## src/rtl/wadc_pkg.sv

```systemverilog
package wadc_pkg;

  // Binary to Gray: each bit XORed with its upper neighbour.
  function automatic logic [31:0] bin2gray(input logic [31:0] b);
    return b ^ (b >> 1);
  endfunction

  // Gray to binary: XOR of all right shifts of the code.
  function automatic logic [31:0] gray2bin(input logic [31:0] g);
    logic [31:0] acc;
    acc = g;
    for (int i = 1; i < 32; i++) begin
      acc = acc ^ (g >> i);
    end
    return acc;
  endfunction

endpackage

```

## src/rtl/wadc_timebase.sv

```systemverilog
module wadc_timebase #(
  parameter int CNT_W = 12
) (
  input  logic             clk,
  input  logic             rst_n,
  input  logic             start,
  output logic [CNT_W-1:0] gray_bus,
  output logic             running,
  output logic             fin,
  output logic             done
);
  import wadc_pkg::*;

  localparam logic [CNT_W-1:0] FULL      = '1;
  localparam logic [CNT_W-1:0] FULL_GRAY = FULL ^ (FULL >> 1);

  logic [CNT_W-1:0] cnt_q;

  // Full-scale event: the edge at which the conversion ends.
  assign fin = running && (cnt_q == FULL) && !start;

  always_ff @(posedge clk or negedge rst_n) begin
    if (!rst_n) begin
      cnt_q    <= '0;
      gray_bus <= '0;
      running  <= 1'b0;
      done     <= 1'b0;
    end else if (start) begin
      cnt_q    <= '0;
      gray_bus <= '0;
      running  <= 1'b1;
      done     <= 1'b0;
    end else if (fin) begin
      running  <= 1'b0;
      done     <= 1'b1;
    end else if (running) begin
      cnt_q    <= cnt_q + 1'b1;
      gray_bus <= CNT_W'(bin2gray(32'(cnt_q) + 32'd1));
    end
  end

  // one bit flips per count step
  p_gray_step_r9: assert property (@(posedge clk) disable iff (!rst_n)
    (running && !fin && !start) |=> $countones(gray_bus ^ $past(gray_bus)) == 1);

  // done only rises from full scale
  p_done_full_r8: assert property (@(posedge clk) disable iff (!rst_n)
    $rose(done) |-> $past(gray_bus) == FULL_GRAY);

  // counter and done hold until next start
  p_done_hold_r8: assert property (@(posedge clk) disable iff (!rst_n)
    (done && !start) |=> done && $stable(gray_bus));

  // start clears count and done
  p_start_clear_r2: assert property (@(posedge clk) disable iff (!rst_n)
    start |=> !done && running && gray_bus == '0);

endmodule

```

## src/rtl/wadc_chan_latch.sv

```systemverilog
module wadc_chan_latch #(
  parameter int CNT_W       = 12,
  parameter int SYNC_STAGES = 2
) (
  input  logic             clk,
  input  logic             rst_n,
  input  logic             start,
  input  logic             running,
  input  logic             fin,
  input  logic [CNT_W-1:0] gray_bus,
  input  logic             ramp_end,
  input  logic             gain_in,
  output logic [CNT_W-1:0] code,
  output logic             gain,
  output logic             captured
);
  import wadc_pkg::*;

  localparam logic [CNT_W-1:0] FULL      = '1;
  localparam logic [CNT_W-1:0] FULL_GRAY = FULL ^ (FULL >> 1);

  logic [SYNC_STAGES:0] chain_q;
  logic [CNT_W-1:0]     code_g;
  logic                 rise;

  // Synchroniser stages followed by one edge-detect flop.
  assign rise = chain_q[SYNC_STAGES-1] & ~chain_q[SYNC_STAGES];

  always_ff @(posedge clk or negedge rst_n) begin
    if (!rst_n) begin
      chain_q  <= '0;
      code_g   <= '0;
      gain     <= 1'b0;
      captured <= 1'b0;
    end else begin
      chain_q <= {chain_q[SYNC_STAGES-1:0], ramp_end};
      if (start) begin
        captured <= 1'b0;
      end else if (rise && running && !captured) begin
        code_g   <= gray_bus;
        gain     <= gain_in;
        captured <= 1'b1;
      end else if (fin && !captured) begin
        code_g   <= FULL_GRAY;
        gain     <= gain_in;
        captured <= 1'b1;
      end
    end
  end

  assign code = CNT_W'(gray2bin(32'(code_g)));

  // a stored result is frozen until the next start
  p_single_capture_r4: assert property (@(posedge clk) disable iff (!rst_n)
    (captured && !start) |=> $stable(code_g) && $stable(gain));

endmodule

```

## src/rtl/wadc_backend.sv

```systemverilog
module wadc_backend #(
  parameter int N_CH        = 36,
  parameter int CNT_W       = 12,
  parameter int SYNC_STAGES = 2
) (
  input  logic                  clk,
  input  logic                  rst_n,
  input  logic                  start_conv_n,
  input  logic [N_CH-1:0]       ramp_end,
  input  logic [N_CH-1:0]       gain_hi,
  output logic [N_CH*CNT_W-1:0] result_code,
  output logic [N_CH-1:0]       result_gain,
  output logic                  done
);

  logic             start;
  logic [CNT_W-1:0] gray_bus;
  logic             running;
  logic             fin;
  logic [N_CH-1:0]  captured_vec;

  assign start = !start_conv_n;

  wadc_timebase #(.CNT_W(CNT_W)) u_timebase (
    .clk      (clk),
    .rst_n    (rst_n),
    .start    (start),
    .gray_bus (gray_bus),
    .running  (running),
    .fin      (fin),
    .done     (done)
  );

  for (genvar c = 0; c < N_CH; c++) begin : g_chan
    wadc_chan_latch #(.CNT_W(CNT_W), .SYNC_STAGES(SYNC_STAGES)) u_latch (
      .clk      (clk),
      .rst_n    (rst_n),
      .start    (start),
      .running  (running),
      .fin      (fin),
      .gray_bus (gray_bus),
      .ramp_end (ramp_end[c]),
      .gain_in  (gain_hi[c]),
      .code     (result_code[c*CNT_W +: CNT_W]),
      .gain     (result_gain[c]),
      .captured (captured_vec[c])
    );
  end

  // when done is up, every channel holds a result
  p_all_latched_r6: assert property (@(posedge clk) disable iff (!rst_n)
    done |-> &captured_vec);

  // no channel can hold a result right after a start
  p_start_rearm_r5: assert property (@(posedge clk) disable iff (!rst_n)
    start |=> captured_vec == '0);

endmodule

```

## config.mk

```make
export PLATFORM = sky130hd
export DESIGN_NAME = wadc_backend
export DESIGN_NICKNAME = d
export VERILOG_FILES = /design/src/rtl/wadc_pkg.sv /design/src/rtl/wadc_timebase.sv /design/src/rtl/wadc_chan_latch.sv /design/src/rtl/wadc_backend.sv
export SDC_FILE = /design/constraint.sdc
export NUM_CORES = 1
export LEC_CHECK = 0
export BUFFER_PORTS_ARGS = -buffer_cell sky130_fd_sc_hd__buf_2
export CAP_MARGIN = 20
export CORE_MARGIN = 5
export CORE_UTILIZATION = 55
export CTS_BUF_LIST = sky130_fd_sc_hd__clkbuf_2 sky130_fd_sc_hd__clkbuf_4 sky130_fd_sc_hd__clkbuf_8
export CTS_CLUSTER_SIZE = 24
export DETAILED_ROUTE_END_ITERATION = 7
export GPL_TIMING_DRIVEN = 0
export PLACE_DENSITY = 0.78
export RECOVER_POWER = 50
export SLEW_MARGIN = 20
export SYNTH_ARGS = -nofsm -noshare
export SYNTH_HDL_FRONTEND = slang
export SYNTH_SLANG_ARGS = --single-unit
```

## constraint.sdc

```tcl
create_clock -name clk -period 5.9 [get_ports clk]
set_input_delay 1.18 -clock clk [delete_from_list [all_inputs] [get_ports clk]]
set_output_delay 1.18 -clock clk [all_outputs]
set_load 0.01 [all_outputs]
```

==> metrics <==
Critical Path Start Type register; setup TNS 0 ps; CTS resizes 0; Crit. End Element primary output; Cell Chain, Critical Path xnor3_1, xor2_1, xor2_1, xnor2_2, xor2_1, buf_2; Final Hold Vio Count 0; top cells by area, synth dfrtp_1 (53%), a22o_1 (12%), xnor2_1 (6.3%); Die H 244 microns; Initial DRC Count 1566; Synthesis Warnings 0; Seq/Total Area, Yosys 53.1%; Sequential Area 16000 sq um; FMAX 223 MHz; CP max stage cell xnor3_1; # nets final 3015; Ant. Diodes 0; initial antenna violation count 2; CTS sink cnt 638; drt wl/cell 23.6 microns; post-synth net total 2358; RSZ-0062 raised after global routing no; Slew headroom -108%; Port Buffers 543; hold_buf cts 0; post-synth top area share 53.1%; core area 54000 sq um; Routed WL 87800 microns; width of the die 244 microns; Overflow after GRT 0; synthesized area 30100 sq um; clk_lat worst skew 690 ps; sequential share of power 38.0%; Worst-Margin Slew 3120 ps; most used cell, CP xor2_1; H-tree depth 3; Synth Flop Type dfrtp_1; CTS root buffer clkbuf_8; status finished with violations; required time of the critical path 4720 ps; layout cells sized above 1 29.9%; Post-synth EDFFs 0; Logic pwr share 29.4%; final instance area 36000 sq um; CTS tree done; Psw 4.18 mW; GPL Wtd Cong 0.870; Mapped Cells 2282; area taken by multi-input logic gates 12300 sq um; Setup violations, final 0; max-slew violations 55; setup bufs post-CTS 0; commonest non-fill, non-tap cell in the layout dfrtp_1; maximum root-to-sink buffer count 3; critical path type register to primary output; DP HPWL 61000 microns; drt drc 0; most frequent cells in the layout dfrtp_1 (638), buf_2 (492), a22o_1 (396), xnor2_1 (216), xor2_1 (188); area of the die 59400 sq um; Max-Cap Viols 1; P_leak 18.1 nW; fin crit share 75.9%; vias in the first global route 21.7k; power density cells 362 nW/um^2; Setup Skew 28.8 ps; Worst EP arrival 3300 ps; critical path's largest stage delay 500 ps; WP buf/inv 1; largest net degree at the start of global routing 106; post-route ant nets 0; Area Growth Syn to Fin 19.8%; failing checks max-capacitance violations, max-slew violations; wire length of the first global-routing pass 134000 microns; Netlist cell types 38; filler instances 3995; Synth async-reset ratio 100%; Post-Syn Area per Cell 13.2 sq um; Pint 8.85 mW; CTS Buf Count 103; post-synth top area cell dfrtp_1; total track usage 29.0%; Via Count 21.0k; row count 85; IO Count 544; DR vias/cell 5.66; tightest hold margin 347 ps; CP Max Fanout 5; Peak VDD IR 0.277 mV; switch share 32.1%; Clock transition at path regs 60 ps; number of synthesized register bits 638; Period minus WS final 4480 ps; clock group share of total power 32.5%; Initial Utilization 55.6%; Post-DP Area 33900 sq um; Hold Crit Class register to register; crit-path leading delay family XOR/XNOR gates; drt first pass iters 5
final timing paths:
kind                                               start                       endpoint  slack [ps]  cells past startpoint
setup / recovery           g_chan[31].u_latch.code_g[11]               result_code[373]        1420                      6
hold / removal             g_chan[12].u_latch.chain_q[0]  g_chan[12].u_latch.chain_q[1]         350                      0
setup reg to reg                     u_timebase.cnt_q[0]   g_chan[32].u_latch.code_g[3]        1880                      9
hold reg to reg            g_chan[12].u_latch.chain_q[0]  g_chan[12].u_latch.chain_q[1]         350                      0
max in group asynchronous                          rst_n   g_chan[23].u_latch.code_g[5]        1440                      4
min in group asynchronous                          rst_n         g_chan[9].u_latch.gain        1540                      1
metrics by stage:
step | util [%] | power (mW) | setup WS, ps | cells
4_1_cts | 67.0 | 13.1 | 1400 | 3718
3_3_place_gp | 62.3 | 8.83 | -9070 | 3521
3_5_place_dp | 62.7 | 8.90 | 1900 | 3529
2_1_floorplan | - | 7.29 | 2700 | 2282
5_1_grt | 66.6 | 13.6 | 690 | 3719
6_report | 66.6 | 13.0 | 1420 | 3719
kinds of logic (layout without fill, tap and decap cells):
logic type	after synthesis	in the layout	synth area share, %
AOI/OAI and AO/OA	460	460	12.7
xor gates and xnor gates	544	544	22.5
adders and majority gates	1	1	0.0416
buffers and inverters	339	1080	5.93
DFF	638	638	53.1
muxes	36	36	1.35
and+or+nand+nor	264	264	4.35
power by group through the flow:
stage	clock network, mW	registers, mW	logic [mW]
final	4.24	4.96	3.84
after global routing	4.52	4.99	4.10
after CTS	4.30	4.95	3.90
after detailed placement	0	5.02	3.87
after global placement	0	5.01	3.82
after floorplan	0	4.94	2.35
cell usage after synthesis (3+ instances only):
cell type    n
xnor2_2     20
inv_1      130
clkbuf_1    86
nor4b_1     37
dfrtp_1    638
nor3_1       4
buf_4       74
xnor2_1    216
buf_2        4
xnor3_2     32
nand4_1      3
o21ai_0     17
xnor2_4     32
a22o_1     396
buf_6       30
xor2_1     188
nand3_1      4
mux2_2      36
nor2_1      79
buf_1       13
xnor3_1     56
nand2_1     94
a21oi_1     38
nor2b_1     36
area by class of cell:
class / instances / area share, %
Inverter: 130 / 1.36
Sequential cell: 638 / 44.4
Clock buffer: 166 / 5.84
Buffer: 209 / 3.36
Tap cell: 696 / 2.42
Clock inverter: 23 / 0.636
Timing Repair Buffer: 552 / 7.86
Multi-Input combinational cell: 1305 / 34.2
routing by layer:
layer  up-vias  global-route usage (%)  share of wire, %
li1       9084                       -                 -
met1     10905                    40.8                42
met3       132                    5.81               7.3
met4         4                    7.78               2.2
met2       906                    47.0                48
met5         -                       0             0.028
worst register-to-register path, delay by kind of cell (launching register included):
family,cells,cell delay [ps]
AOI/OAI and AO/OA,1,210
and+or+nand+nor,4,1010
adders and majority gates,1,290
buffers and inverters,3,1980
DFF,1,440
registers in the layout, summed over array words and instances, names as in the netlist:
signal and cells:
g_chan.u_latch.captured 36, g_chan.u_latch.gain 36, u_timebase.running 1, u_timebase.gray_bus 12, u_timebase.done 1, g_chan.u_latch.code_g 432
u_timebase.cnt_q 12, g_chan.u_latch.chain_q 108
Power figures use the tool's default switching activity.
